<file path="config.mk">
export PLATFORM = sky130hd
export DESIGN_NAME = rx_symbol_orderer
export DESIGN_NICKNAME = d
export VERILOG_FILES = /design/src/rtl/rso_pkg.sv /design/src/rtl/rso_rst_sync.sv /design/src/rtl/rso_match.sv /design/src/rtl/rso_arm.sv /design/src/rtl/rso_lanes.sv /design/src/rtl/rx_symbol_orderer.sv
export SDC_FILE = /design/constraint.sdc
export NUM_CORES = 1
export LEC_CHECK = 0
export BUFFER_PORTS_ARGS = -buffer_cell sky130_fd_sc_hd__buf_2
export CORE_MARGIN = 2
export CORE_UTILIZATION = 39
export DETAILED_ROUTE_END_ITERATION = 8
export GPL_TIMING_DRIVEN = 0
export MAX_ROUTING_LAYER = met4
export SYNTH_ARGS = -nofsm -noshare
export SYNTH_HDL_FRONTEND = slang
export SYNTH_SLANG_ARGS = --single-unit
</file>
<file path="constraint.sdc">
create_clock -name clk -period 1.7 [get_ports clk]
set_input_delay 0.17 -clock clk [delete_from_list [all_inputs] [get_ports clk]]
set_output_delay 0.17 -clock clk [all_outputs]
set_load 0.005 [all_outputs]
</file>
<file path="src/rtl/rso_pkg.sv">
package rso_pkg;
  localparam int LANES = 2;

  typedef enum logic [0:0] {
    ORD_AUTO   = 1'b0,
    ORD_MANUAL = 1'b1
  } ord_mode_e;
endpackage

</file>
<file path="src/rtl/rso_rst_sync.sv">
module rso_rst_sync (
  input  logic clk,
  input  logic arst_n,
  output logic srst_n
);
  logic [1:0] sync_q;

  always_ff @(posedge clk or negedge arst_n) begin
    if (!arst_n) sync_q <= '0;
    else         sync_q <= {sync_q[0], 1'b1};
  end

  assign srst_n = sync_q[1];
endmodule

</file>
<file path="src/rtl/rso_match.sv">
module rso_match #(
  parameter int             SYM_W    = 8,
  parameter int             USE_K    = 1,
  parameter int             PAT_LEN  = 1,
  parameter logic [SYM_W:0] ORD_SYM0 = 9'h1BC,
  parameter logic [SYM_W:0] ORD_SYM1 = 9'h13C
) (
  input  logic [rso_pkg::LANES*SYM_W-1:0] stg_d,
  input  logic [rso_pkg::LANES-1:0]       stg_k,
  input  logic [SYM_W-1:0]                nxt_d,
  input  logic                            nxt_k,
  output logic                            hit_lo,
  output logic                            hit_hi
);
  localparam int LN = rso_pkg::LANES;

  function automatic logic sym_hit(input logic [SYM_W-1:0] d, input logic k,
                                   input logic [SYM_W:0] pat);
    return (d == pat[SYM_W-1:0]) && ((USE_K == 0) || (k == pat[SYM_W]));
  endfunction

  logic [LN-1:0] p0_at;
  logic          p1_hi;
  logic          p1_nxt;

  for (genvar l = 0; l < LN; l++) begin : g_lane
    assign p0_at[l] = sym_hit(stg_d[l*SYM_W +: SYM_W], stg_k[l], ORD_SYM0);
  end

  assign p1_hi  = sym_hit(stg_d[LN*SYM_W-1 -: SYM_W], stg_k[LN-1], ORD_SYM1);
  assign p1_nxt = sym_hit(nxt_d, nxt_k, ORD_SYM1);

  always_comb begin
    if (PAT_LEN == 1) begin
      hit_lo = p0_at[0];
      hit_hi = p0_at[1];
    end else begin
      hit_lo = p0_at[0] & p1_hi;
      hit_hi = p0_at[1] & p1_nxt;
    end
  end
endmodule

</file>
<file path="src/rtl/rso_arm.sv">
module rso_arm #(
  parameter rso_pkg::ord_mode_e ORD_MODE = rso_pkg::ORD_AUTO
) (
  input  logic clk,
  input  logic rst_n,
  input  logic en_i,
  input  logic resync_i,
  input  logic hit_lo,
  input  logic hit_hi,
  output logic pad_now,
  output logic clr_shift,
  output logic flag_o
);
  localparam logic ARM_RST = (ORD_MODE == rso_pkg::ORD_AUTO);

  logic en_q, armed_q, flag_q;
  logic en_n, armed_n, flag_n;
  logic rise, rearm, done;

  always_comb begin
    rise = en_i & ~en_q;
    if (ORD_MODE == rso_pkg::ORD_MANUAL) rearm = rise;
    else                                 rearm = resync_i;
    clr_shift = rearm;
    // a re-arm cycle never completes an operation: keeps pad and clear apart
    done    = armed_q & ~rearm & (hit_lo | hit_hi);
    pad_now = done & ~hit_lo;
    armed_n = rearm | (armed_q & ~done);
    flag_n  = done;
    en_n    = en_i;
  end

  always_ff @(posedge clk or negedge rst_n) begin
    if (!rst_n) begin
      en_q    <= 1'b0;
      armed_q <= ARM_RST;
      flag_q  <= 1'b0;
    end else begin
      en_q    <= en_n;
      armed_q <= armed_n;
      flag_q  <= flag_n;
    end
  end

  assign flag_o = flag_q;
endmodule

</file>
<file path="src/rtl/rso_lanes.sv">
module rso_lanes #(
  parameter int             SYM_W   = 8,
  parameter int             USE_K   = 1,
  parameter logic [SYM_W:0] PAD_SYM = 9'h1F7
) (
  input  logic                            clk,
  input  logic                            rst_n,
  input  logic [rso_pkg::LANES*SYM_W-1:0] in_d,
  input  logic [rso_pkg::LANES-1:0]       in_k,
  input  logic                            pad_now,
  input  logic                            clr_shift,
  output logic [rso_pkg::LANES*SYM_W-1:0] stg_d,
  output logic [rso_pkg::LANES-1:0]       stg_k,
  output logic [rso_pkg::LANES*SYM_W-1:0] out_d,
  output logic [rso_pkg::LANES-1:0]       out_k,
  output logic                            shifted
);
  localparam int   DW    = rso_pkg::LANES * SYM_W;
  localparam logic PAD_K = (USE_K != 0) ? PAD_SYM[SYM_W] : 1'b0;

  logic [DW-1:0]    stg_d_q, stg_d_n, out_d_q, out_d_n;
  logic [1:0]       stg_k_q, stg_k_n, out_k_q, out_k_n;
  logic [SYM_W-1:0] hold_d_q, hold_d_n;
  logic             hold_k_q, hold_k_n;
  logic             shift_q, shift_n;

  always_comb begin
    stg_d_n  = in_d;
    stg_k_n  = in_k;
    hold_d_n = stg_d_q[DW-1 -: SYM_W];
    hold_k_n = stg_k_q[1];
    if (pad_now) begin
      out_d_n = {stg_d_q[SYM_W-1:0], PAD_SYM[SYM_W-1:0]};
      out_k_n = {stg_k_q[0], PAD_K};
    end else if (shift_q) begin
      out_d_n = {stg_d_q[SYM_W-1:0], hold_d_q};
      out_k_n = {stg_k_q[0], hold_k_q};
    end else begin
      out_d_n = stg_d_q;
      out_k_n = stg_k_q;
    end
    if (clr_shift)    shift_n = 1'b0;
    else if (pad_now) shift_n = 1'b1;
    else              shift_n = shift_q;
  end

  always_ff @(posedge clk or negedge rst_n) begin
    if (!rst_n) begin
      stg_d_q  <= '0;
      stg_k_q  <= '0;
      hold_d_q <= '0;
      hold_k_q <= 1'b0;
      shift_q  <= 1'b0;
      out_d_q  <= '0;
      out_k_q  <= '0;
    end else begin
      stg_d_q  <= stg_d_n;
      stg_k_q  <= stg_k_n;
      hold_d_q <= hold_d_n;
      hold_k_q <= hold_k_n;
      shift_q  <= shift_n;
      out_d_q  <= out_d_n;
      out_k_q  <= out_k_n;
    end
  end

  assign stg_d   = stg_d_q;
  assign stg_k   = stg_k_q;
  assign out_d   = out_d_q;
  assign out_k   = out_k_q;
  assign shifted = shift_q;
endmodule

</file>
<file path="src/rtl/rx_symbol_orderer.sv">
module rx_symbol_orderer #(
  parameter int                 SYM_W    = 8,
  parameter int                 USE_K    = 1,
  parameter int                 PAT_LEN  = 1,
  parameter rso_pkg::ord_mode_e ORD_MODE = rso_pkg::ORD_AUTO,
  parameter logic [SYM_W:0]     ORD_SYM0 = 9'h1BC,
  parameter logic [SYM_W:0]     ORD_SYM1 = 9'h13C,
  parameter logic [SYM_W:0]     PAD_SYM  = 9'h1F7
) (
  input  logic               clk,
  input  logic               rst_n,
  input  logic [2*SYM_W-1:0] rxd_i,
  input  logic [1:0]         rxk_i,
  input  logic               ord_en_i,
  input  logic               resync_i,
  output logic [2*SYM_W-1:0] rxd_o,
  output logic [1:0]         rxk_o,
  output logic               ord_flag_o
);
  localparam int DW = rso_pkg::LANES * SYM_W;

  logic          rst_s_n;
  logic [DW-1:0] stg_d;
  logic [1:0]    stg_k;
  logic          hit_lo, hit_hi;
  logic          pad_now, clr_shift, shifted;

  rso_rst_sync u_rst (
    .clk    (clk),
    .arst_n (rst_n),
    .srst_n (rst_s_n)
  );

  rso_lanes #(.SYM_W(SYM_W), .USE_K(USE_K), .PAD_SYM(PAD_SYM)) u_lanes (
    .clk       (clk),
    .rst_n     (rst_s_n),
    .in_d      (rxd_i),
    .in_k      (rxk_i),
    .pad_now   (pad_now),
    .clr_shift (clr_shift),
    .stg_d     (stg_d),
    .stg_k     (stg_k),
    .out_d     (rxd_o),
    .out_k     (rxk_o),
    .shifted   (shifted)
  );

  rso_match #(
    .SYM_W(SYM_W), .USE_K(USE_K), .PAT_LEN(PAT_LEN),
    .ORD_SYM0(ORD_SYM0), .ORD_SYM1(ORD_SYM1)
  ) u_match (
    .stg_d  (stg_d),
    .stg_k  (stg_k),
    .nxt_d  (rxd_i[SYM_W-1:0]),
    .nxt_k  (rxk_i[0]),
    .hit_lo (hit_lo),
    .hit_hi (hit_hi)
  );

  rso_arm #(.ORD_MODE(ORD_MODE)) u_arm (
    .clk       (clk),
    .rst_n     (rst_s_n),
    .en_i      (ord_en_i),
    .resync_i  (resync_i),
    .hit_lo    (hit_lo),
    .hit_hi    (hit_hi),
    .pad_now   (pad_now),
    .clr_shift (clr_shift),
    .flag_o    (ord_flag_o)
  );
endmodule

</file>
==> results.tsv, run 1 <==
stage	metric	value	unit
power	p_leak	0.001090	µW
yosys	yosysMostFrequentCell	dfrtp_1	
timing	slew_viol_final	0	
detailed_routing	drc	0	
timing	timing.fmax	547.7	MHz
placement	port_buffers	39	
timing	hold_violations	0	
clock_network	cts_root_buf	clkbuf_8	
yosys	syn_area	1627	µm²
yosys	synthSimpleGateAreaFrac	0.08462	
yosys	synth_fa_ha_area_frac	0	
yosys	synth_edf_count	0	
floorplan	fp-row-count	23	
timing	finalSetupViolations	8	
placement	pre_cts_ws	-204.4	ps
clock_network	cts_buffer_depth	2	
timing	tightest_slew	563.7	ps
worst_setup_path	cp_slowest_stage_delay	510	ps
yosys	synthCells	99	
clock_network	clk_pin_slew	80	ps
detailed_routing	vias_per_cell	4.435	
finish	antenna_cells	0	
detailed_routing	drtPass1Iterations	4	
power	vdd_drop_max	0.0006311	V
yosys	muxShareOfSynthArea	0.08462	
worst_setup_path	cp.arrival	2010	ps
placement	routabilityCongestion	0.7865	
run_status	status	complete, but fails checks	
timing	setup_ws	-126.0	ps
worst_setup_path	timing.rr.end	u_lanes.out_d[13]$_DFF_PN0_	
clock_network	htree_levels	2	
detailed_routing	wl_per_cell	12.12	µm
flow_run	drv_cap	0	
worst_setup_path	cp-start-kind	flip-flop	
grt	grt_pass1_vias	974	
yosys	synth_xor_area_frac	0	
clock_network	cts.sinks	50	
yosys	yosysSeqAreaShare	0.7700	
finish	fin_nets	194	
grt	grt_max_degree	28	
timing	period_share	1.074	
detailed_routing	postRouteAntennaNets	0	
yosys	yosys.area.top_type	dfrtp_1	
floorplan	fp.dieH	68.58	µm
floorplan	core_area	4000	µm²
min_path	min_to	u_lanes.shifted$_DFFE_PN0P_	
clock_network	tritoncts	yes	
yosys	synth-compound-area-share	0.04923	
power	powerDensity	958.6	nW/µm²
grt	overflow	0	
grt	antenna_found_initial	0	
finish	area_growth	41.46	%
worst_setup_path	slowest_stage	or4_4	
timing	fin_tns_setup	-721.7	ps
worst_setup_path	r2r_slack	-130	ps
worst_setup_path	path_class	flip-flop to flip-flop	
finish	layout.cells.non_filler	223	
min_path	min_path_type	input port to flip-flop	
placement	numPlacedInstances	189	
clock_network	clkLatencyLatePin	290	ps
finish	drive_gt1_frac	0.4046	
floorplan	fp.dieW	68.58	µm
worst_setup_path	required	1880	ps
worst_setup_path	critPathMaxFanout	3	
yosys	synth_common_cells	dfrtp_1 (49), nand2_1 (9), mux2i_1 (7), mux2_2 (6)	
min_path	hold_depth	2	
timing	slew_headroom	0.6242	
timing	whs	42.47	ps
yosys	synth_cell_types	25	
min_path	min-delay-start	resync_i	
yosys	yosysTopAreaCellShare	0.7538	
yosys	ys_ff_latch	50	
grt	grt_pass1_wl	4450	µm
timing	fin_worst_skew	4.412	ps
timing	period_needed	1826	ps
floorplan	die_area	4703	µm²
run_status	violations	setup timing	
yosys	yosysWarnings	0	
floorplan	pin_count	41	
worst_setup_path	r2r_cells	5	
detailed_routing	routed_wl	2702	µm
yosys	synthTopCellsByArea	dfrtp_1 (75%), mux2i_1 (4.3%), mux2_2 (4.2%), nand2_1 (2.1%), dfstp_2 (1.6%)	
yosys	synth_top_family_by_area	multiplexers	
timing	rsz0062_at_grt	yes	
detailed_routing	dr_total_vias	989	
clock_network	cts_buffers	5	
detailed_routing	first_iter_violations	6	
yosys	ys_async_sr_fraction	1.000	
placement	dpl.hpwl	1885	µm
worst_setup_path	end_kind	flip-flop	
yosys	synth-main-ff-cell	dfrtp_1	
floorplan	start_util	0.4066	
worst_setup_path	cp_cell_sequence	nand3b_1 > or4_4 > a21oi_4 > buf_6 > mux2_4	
grt	grtUsageTotal	0.1416	
worst_setup_path	r2r_start	u_lanes.stg_d[6]$_DFF_PN0_	
yosys	syn_avg_cell_area	16.43	µm²
yosys	syn_nets	121	
finish	utilization	0.5752	
sequential cells by signal, summed over array words and instances (netlist names):
signal / count
u_lanes.hold_k_q: 1
u_lanes.out_k: 2
u_lanes.shifted: 1
u_lanes.hold_d_q: 8
u_rst.sync_q: 2
u_arm.flag_o: 1
u_lanes.out_d: 16
u_arm.armed_q: 1
u_lanes.stg_k: 2
u_lanes.stg_d: 16
what timing repair did:
item                                   in CTS  in global routing
endpoints found under the hold margin      20                  0
setup endpoints to repair                   8                 11
hold buffers                               19                  0
resized for setup                          10                  1
pin swaps                                   3                  0
buffers inserted                            6                  1
worst max-delay path by stage:
| stage | startpoint | to | slack [ps] | cells after the start |
|---|---|---|---|---|
| finish | u_lanes.stg_d[6]$_DFF_PN0_ | u_lanes.out_d[13]$_DFF_PN0_ | -130 | 5 |
| global route | u_lanes.stg_d[6]$_DFF_PN0_ | u_lanes.out_d[11]$_DFF_PN0_ | -180 | 5 |
| CTS | u_lanes.stg_d[6]$_DFF_PN0_ | u_lanes.out_d[13]$_DFF_PN0_ | -120 | 5 |
| detailed placement | u_lanes.stg_d[1]$_DFF_PN0_ | u_lanes.out_d[13]$_DFF_PN0_ | -200 | 4 |
| global placement | u_lanes.stg_d[1]$_DFF_PN0_ | u_lanes.out_d[15]$_DFF_PN0_ | -190 | 4 |
| floorplan | u_lanes.stg_d[1]$_DFF_PN0_ | u_lanes.out_d[10]$_DFF_PN0_ | -30 | 4 |
cell families (layout without fill, tap and decap cells):
logic type,count (synthesis),in the layout
multiplexers,13,13
buffers and inverters,4,78
flip-flops,50,50
other,1,1
AO/OA/AOI/OAI,9,9
AND/OR/NAND/NOR,22,22
area by class of cell:
cell class	count	area (µm²)
fillers	334	1699
flip-flops and latches	50	1254
repair buffers	66	473.0
multi-input cells	45	387.9
clock buffers	5	68.82
well taps	50	62.56
clock inverters	3	40.04
inverters	3	11.26
plain buffers	1	3.754
power breakdown:
part	leakage (µW)	switching, µW	internal [µW]
registers	0.000585	34.7	1240
clock network	0.0000579	351	433
logic	0.000447	51.6	90.6
total	0.00109	438	1770
metrics by stage:
step / power (µW) / area [µm²]
after global routing: 2326 / 2301
after detailed placement: 1406 / 1906
after CTS: 2239 / 2287
after floorplan: 1339 / 1627
final: 2206 / 2301
after global placement: 1397 / 1884
worst max-delay path: cells and delay by family (launching register included):
kind | cells | cell delay (ps)
and+or+nand+nor | 2 | 680
DFF | 1 | 380
muxes | 1 | 290
AOI/OAI and AO/OA | 1 | 220
buffers and inverters | 1 | 140
cell usage in the layout (no fill, tap or decap), types with 2 or more instances in the layout:
cell            n
buf_6           4
dfrtp_1        48
mux2i_1         7
nand4b_1        2
nand2_1         9
buf_2          39
nor2_1          3
dlygate4sd3_1  19
a22o_1          2
clkinv_2        2
inv_1           3
o211ai_1        2
mux2_4          6
buf_4           3
clkbuf_8        5
routing by layer:
layer	GRT usage	part of all wire	wire [µm]	up-vias
li1	-	-	-	479
met1	0.1740	0.42	1145	477
met2	0.2067	0.49	1334	26
met3	0.04870	0.060	162	7
met4	0.07500	0.022	60	0
met5	-	0	0	-
Note: power is estimated with default switching activity, not from simulation.
==> inputs of run 2 (changes only) <==
CELL_PAD_IN_SITES_DETAIL_PLACEMENT = 1   (was not set)
CELL_PAD_IN_SITES_GLOBAL_PLACEMENT = 1   (was not set)
HOLD_SLACK_MARGIN = 0.03   (was not set)
PLACE_DENSITY_LB_ADDON = 0.1   (was not set)
==> run 2 against run 1 <==
Net effect: clock power is 18% lower; clock-buffer cell count grew 1; maximum frequency is 0.27% higher; critical path type unchanged; largest cell class unchanged; largest power group unchanged; critical endpoint is now u_lanes.out_d[11]$_DFF_PN0_; the flow still finishes with violations (setup timing); first-iteration DRC count grew to 3.5 times the previous value.
==> results.tsv, run 2 (synthesized netlist as in run 1, its figures left out) <==
stage	metric	value	unit	change
run_status	status	complete, but fails checks		
run_status	violations	setup timing		
detailed_routing	drc	0		unchanged
timing	period_needed	1821	ps	-4.986 ps
grt	grt_pass1_vias	1106		+14%
timing	setup_ws	-121.0	ps	+4.986 ps
clock_network	cts_root_buf	clkbuf_8		
floorplan	fp.dieH	68.58	µm	unchanged
power	report.power.total	2070	µW	-6.1%
placement	port_buffers	39		unchanged
timing	fin_tns_setup	-638.6	ps	+83.17 ps
floorplan	die_area	4703	µm²	unchanged
worst_setup_path	cp_top_family	simple AND/OR/NAND/NOR gates		
worst_setup_path	required	1870	ps	about the same
floorplan	pin_count	41		unchanged
timing	slew_viol_final	0		unchanged
power	p_leak	0.001074	µW	-1.4%
clock_network	cts.sinks	50		unchanged
finish	area_growth	39.46	%	
worst_setup_path	cp_slowest_stage_delay	530	ps	+20 ps
floorplan	fp.dieW	68.58	µm	unchanged
worst_setup_path	r2r_cells	5		unchanged
timing	period_share	1.071		-0.002933
detailed_routing	dr_total_vias	1023		+3.4%
worst_setup_path	end_kind	flip-flop		
clock_network	cts_buffers	5		unchanged
finish	antenna_cells	0		unchanged
grt	grt_pass1_wl	5395	µm	+21%
clock_network	clkLatencyLatePin	290	ps	about the same
detailed_routing	first_iter_violations	21		+15
clock_network	tritoncts	yes		
timing	slew_headroom	0.5613		-0.06287
floorplan	core_area	4000	µm²	unchanged
timing	tightest_slew	658.0	ps	+94.30 ps
timing	rsz0062_at_grt	yes		
placement	pre_cts_ws	-266.4	ps	-61.94 ps
timing	hold_violations	0		unchanged
worst_setup_path	critPathMaxFanout	5		+2
detailed_routing	routed_wl	3282	µm	+21%
timing	fin_worst_skew	10.82	ps	+6.413 ps
finish	drive_gt1_frac	0.3931		-0.01156
detailed_routing	postRouteAntennaNets	0		unchanged
worst_setup_path	slowest_stage	or4_4		
worst_setup_path	path_class	flip-flop to flip-flop		
min_path	hold_depth	2		unchanged
worst_setup_path	cp.buffers_inverters	1		unchanged
worst_setup_path	cp-start-kind	flip-flop		
finish	fin_nets	194		unchanged
timing	finalSetupViolations	6		-2
finish	seq_area	1254	µm²	unchanged
finish	multi_input_area	381.6	µm²	-1.6%
flow_run	drv_cap	0		unchanged
detailed_routing	vias_per_cell	4.587		+3.4%
clock_network	htree_levels	2		unchanged
worst_setup_path	cp.depth	5		unchanged
placement	routabilityCongestion	0.7385		-6.1%
worst_setup_path	r2r_slack	-120	ps	about the same
detailed_routing	wl_per_cell	14.72	µm	+21%
worst_setup_path	cp_cell_sequence	nand3b_1 > or4_4 > a21oi_4 > buf_6 > mux2_4		
min_path	min_path_type	input port to flip-flop		
floorplan	fp-row-count	23		unchanged
clock_network	clk_pin_slew	80	ps	about the same
floorplan	start_util	0.4066		unchanged
power	powerDensity	912.7	nW/µm²	-4.8%
worst_setup_path	cp.arrival	1990	ps	-20 ps
finish	mostFrequentLayoutCell	dfrtp_1		
power	vdd_drop_max	0.0005847	V	-7.4%
timing	timing.fmax	549.2	MHz	+0.27%
finish	layout_common_cells	dfrtp_1 (48), buf_2 (39), dlygate4sd3_1 (19), nand2_1 (9), mux2i_1 (7)		
grt	overflow	0		unchanged
grt	antenna_found_initial	0		unchanged
finish	nFillCells	398		+19%
grt	grtUsageTotal	0.1700		+0.02846
detailed_routing	drtPass1Iterations	4		unchanged
grt	grt_max_degree	26		-7.1%
placement	dpl.hpwl	2175	µm	+15%
clock_network	cts_buffer_depth	2		unchanged
[run 2: changes by cell type in the layout (fill, tap and decap cells not counted)]
cell / change
buf_6: -2
buf_12: -1
clkbuf_1: +1
buf_16: +1
o2bb2ai_1: +1
o2bb2ai_2: -1
bufinv_16: -1
buf_4: +2
[run 2: metal layers]
metal	track usage	vias to the layer above	part of all wire
met3	0.04870	4	0.039
met2	0.2825	23	0.54
met1	0.1938	509	0.41
met4	0.06750	0	0.015
met5	-	-	0
li1	-	487	-
[run 2: worst register-to-register path, stage by stage (launching register included)]
cell,delay (ps)
dfrtp_1,380
nand3b_1,170
or4_4,530
a21oi_4,170
buf_6,160
mux2_4,300
[run 2: report_power, final]
group | internal, µW | switching (µW) | leakage [µW]
clock | 286 | 358 | 0.0000450
sequential | 1250 | 39.3 | 0.000585
combinational | 90.4 | 51.6 | 0.000444
[run 2: final timing paths]
check / startpoint / to
max: u_lanes.stg_d[6]$_DFF_PN0_ / u_lanes.out_d[11]$_DFF_PN0_
min: resync_i / u_lanes.shifted$_DFFE_PN0P_
max reg2reg: u_lanes.stg_d[6]$_DFF_PN0_ / u_lanes.out_d[11]$_DFF_PN0_
min reg2reg: u_rst.sync_q[1]$_DFF_PN0_ / u_lanes.out_d[15]$_DFF_PN0_
max in group asynchronous: u_rst.sync_q[1]$_DFF_PN0_ / u_lanes.out_d[7]$_DFF_PN0_
min in group asynchronous: rst_n / u_rst.sync_q[0]$_DFF_PN0_
[run 2: layout make-up]
class	instances	area share
flip-flops and latches	50	0.5527
repair buffers	66	0.2085
clock buffers	6	0.03199
multi-input cells	45	0.1682
clock inverters	2	0.004413
inverters	3	0.004964
plain buffers	1	0.001655
well taps	50	0.02758
[run 2: timing repair]
action | in CTS | in global routing
gates resized for setup | 8 | 0
setup buffers | 6 | 1
hold endpoints to repair | 20 | 0
pin swaps | 3 | 1
hold buffers | 19 | 0
endpoints found under the setup margin | 13 | 6
[run 2: metrics by stage]
step | util | area [µm²] | instances | hold slack, ps
after floorplan | - | 1627 | 99 | -125.6
after global placement | 0.4711 | 1884 | 188 | -46.59
after detailed placement | 0.4783 | 1913 | 189 | -42.68
after CTS | 0.5652 | 2261 | 222 | 44.86
after global routing | 0.5671 | 2268 | 223 | 40.50
final | 0.5671 | 2268 | 223 | 52.53
==> inputs of run 3 (changes only) <==
GPL_TIMING_DRIVEN = not set   (was 0)
HOLD_SLACK_MARGIN = 0.1   (was 0.03)
==> run 3 against run 2 <==
Net effect: sequential power about the same; clock skew decreased by 5.5 ps; largest cell class unchanged; the run still ends with setup timing left; sequential share of layout area decreased by 2.6 points; clock-buffer cell count decreased by 1; utilization increased by 2.8 points; critical path depth unchanged; hold slack improved by 130 ps; setup slack got worse by 13 ps; non-clock buffer count increased by 13; final cell count increased by 5.8%.
==> results.tsv, run 3 (synthesized netlist as in run 1, its figures left out) <==
stage	metric	value	unit	change
worst_setup_path	cp_cell_sequence	nand3b_1 > or4_4 > a21oi_4 > buf_6 > mux2_4		
power	p_leak	0.001148	µW	+6.9%
clock_network	cts_buffers	5		unchanged
worst_setup_path	cp_top_family	simple AND/OR/NAND/NOR gates		
clock_network	tritoncts	yes		
worst_setup_path	required	1880	ps	about the same
detailed_routing	postRouteAntennaNets	0		unchanged
detailed_routing	wl_per_cell	14.04	µm	-4.6%
placement	place_area	2032	µm²	+6.2%
finish	layout_common_cells	dfrtp_1 (48), buf_2 (39), dlygate4sd3_1 (20), buf_4 (18), nand2_1 (9)		
timing	rsz0062_at_grt	yes		
power	powerDensity	939.0	nW/µm²	+2.9%
clock_network	clk_pin_slew	80	ps	about the same
floorplan	fp.dieH	68.58	µm	unchanged
detailed_routing	dr_total_vias	1060		+3.6%
worst_setup_path	cp_slowest_stage_delay	520	ps	about the same
worst_setup_path	cp.arrival	2010	ps	+20 ps
finish	area_growth	46.46	%	
floorplan	start_util	0.4066		unchanged
worst_setup_path	end_kind	flip-flop		
grt	antenna_found_initial	0		unchanged
clock_network	htree_levels	2		unchanged
timing	fin_worst_skew	5.346	ps	-5.479 ps
grt	grt_pass1_wl	5609	µm	+4.0%
power	vdd_drop_max	0.0006440	V	+10%
placement	dpl.hpwl	2347	µm	+7.9%
placement	routabilityCongestion	0.7512		+1.7%
timing	fin_tns_setup	-1134	ps	-495.3 ps
timing	slew_viol_final	0		unchanged
worst_setup_path	timing.rr.end	u_lanes.out_d[11]$_DFF_PN0_		
floorplan	fp.dieW	68.58	µm	unchanged
finish	final_cell_area	2382	µm²	+5.0%
worst_setup_path	r2r_start	u_lanes.stg_d[6]$_DFF_PN0_		
timing	period_share	1.079		+0.007672
finish	mostFrequentLayoutCell	dfrtp_1		
grt	grt_max_degree	27		+3.8%
clock_network	cts_buffer_depth	2		unchanged
timing	timing.fmax	545.2	MHz	-0.71%
clock_network	cts.sinks	50		unchanged
detailed_routing	drtPass1Iterations	3		-1
min_path	min_path_type	input port to asynchronous set/reset pin		
placement	port_buffers	39		unchanged
timing	period_needed	1834	ps	+13.04 ps
worst_setup_path	path_class	flip-flop to flip-flop		
worst_setup_path	cp-start-kind	flip-flop		
timing	finalSetupViolations	14		+8
finish	fin_nets	207		+6.7%
detailed_routing	drc	0		unchanged
worst_setup_path	critPathMaxFanout	5		unchanged
floorplan	pin_count	41		unchanged
floorplan	fp-row-count	23		unchanged
floorplan	die_area	4703	µm²	unchanged
clock_network	clkLatencyLatePin	290	ps	about the same
worst_setup_path	cp.buffers_inverters	1		unchanged
grt	overflow	0		unchanged
worst_setup_path	slowest_stage	or4_4		
run_status	violations	setup timing		
flow_run	drv_cap	0		unchanged
worst_setup_path	r2r_slack	-130	ps	about the same
placement	pre_cts_ws	-105.1	ps	+161.3 ps
detailed_routing	first_iter_violations	40		+90%
detailed_routing	routed_wl	3313	µm	+0.94%
run_status	status	complete, but fails checks		
finish	antenna_cells	0		unchanged
worst_setup_path	r2r_cells	5		unchanged
grt	grt_pass1_vias	1204		+8.9%
finish	drive_gt1_frac	0.4409		+0.04780
clock_network	cts_root_buf	clkbuf_8		
timing	hold_violations	0		unchanged
detailed_routing	vias_per_cell	4.492		-2.1%
floorplan	core_area	4000	µm²	unchanged
grt	grtUsageTotal	0.1732		+0.003173
timing	setup_ws	-134.0	ps	-13.04 ps
[run 3: changes by cell type in the layout (fill, tap and decap cells not counted), sizes merged]
cell         delta
buf            +13
bufinv          +1
clkbuf          -2
dlygate4sd3     +1
[run 3: through the flow]
stage | instances | util | hold slack (ps) | power (µW)
finish | 236 | 0.5956 | 181.9 | 2237
global route | 236 | 0.5956 | 167.3 | 2336
CTS | 235 | 0.5899 | 169.7 | 2267
detailed placement | 207 | 0.5080 | -43.09 | 1428
global placement | 207 | 0.5080 | -46.76 | 1421
floorplan | 99 | - | -125.6 | 1339
[run 3: routing by layer]
layer | track usage | part of all wire | up-vias
li1 | - | - | 505
met1 | 0.1914 | 0.40 | 528
met2 | 0.3029 | 0.56 | 25
met3 | 0.05357 | 0.032 | 2
met4 | 0.04500 | 0.0066 | 0
met5 | - | 0 | -
[run 3: how the worst max path moves through the flow]
stage	start	endpoint	cells past startpoint
6_report	u_lanes.stg_d[6]$_DFF_PN0_	u_lanes.out_d[11]$_DFF_PN0_	5
5_1_grt	u_lanes.stg_d[6]$_DFF_PN0_	u_lanes.out_d[11]$_DFF_PN0_	5
4_1_cts	u_lanes.stg_d[1]$_DFF_PN0_	u_lanes.out_k[1]$_DFF_PN0_	5
3_5_place_dp	u_lanes.stg_d[1]$_DFF_PN0_	u_lanes.out_d[12]$_DFF_PN0_	5
3_3_place_gp	u_lanes.stg_d[1]$_DFF_PN0_	u_lanes.out_d[11]$_DFF_PN0_	5
2_1_floorplan	u_lanes.stg_d[1]$_DFF_PN0_	u_lanes.out_d[10]$_DFF_PN0_	4
[run 3: timing repair]
| item | in CTS | in global routing |
|---|---|---|
| buffers inserted | 0 | 1 |
| hold buffers | 20 | 0 |
| endpoints found under the hold margin | 22 | 0 |
| resized for setup | 5 | 4 |
| pin swaps | 2 | 3 |
| setup endpoints to repair | 7 | 12 |
[run 3: layout make-up]
type                    instances  area, µm²
repair buffers                 80      564.3
clock buffers                   5      68.82
fillers                       409       1618
well taps                      50      62.56
multi-input cells              45      381.6
flip-flops and latches         50       1254
inverters                       3      11.26
clock inverters                 3      40.04
[run 3: power by group]
group / internal [µW] / total (µW) / switching, µW
Clock: 433 / 795 / 362
Combinational: 102 / 172 / 69.4
Sequential: 1250 / 1270 / 25.1
Total: 1780 / 2240 / 456
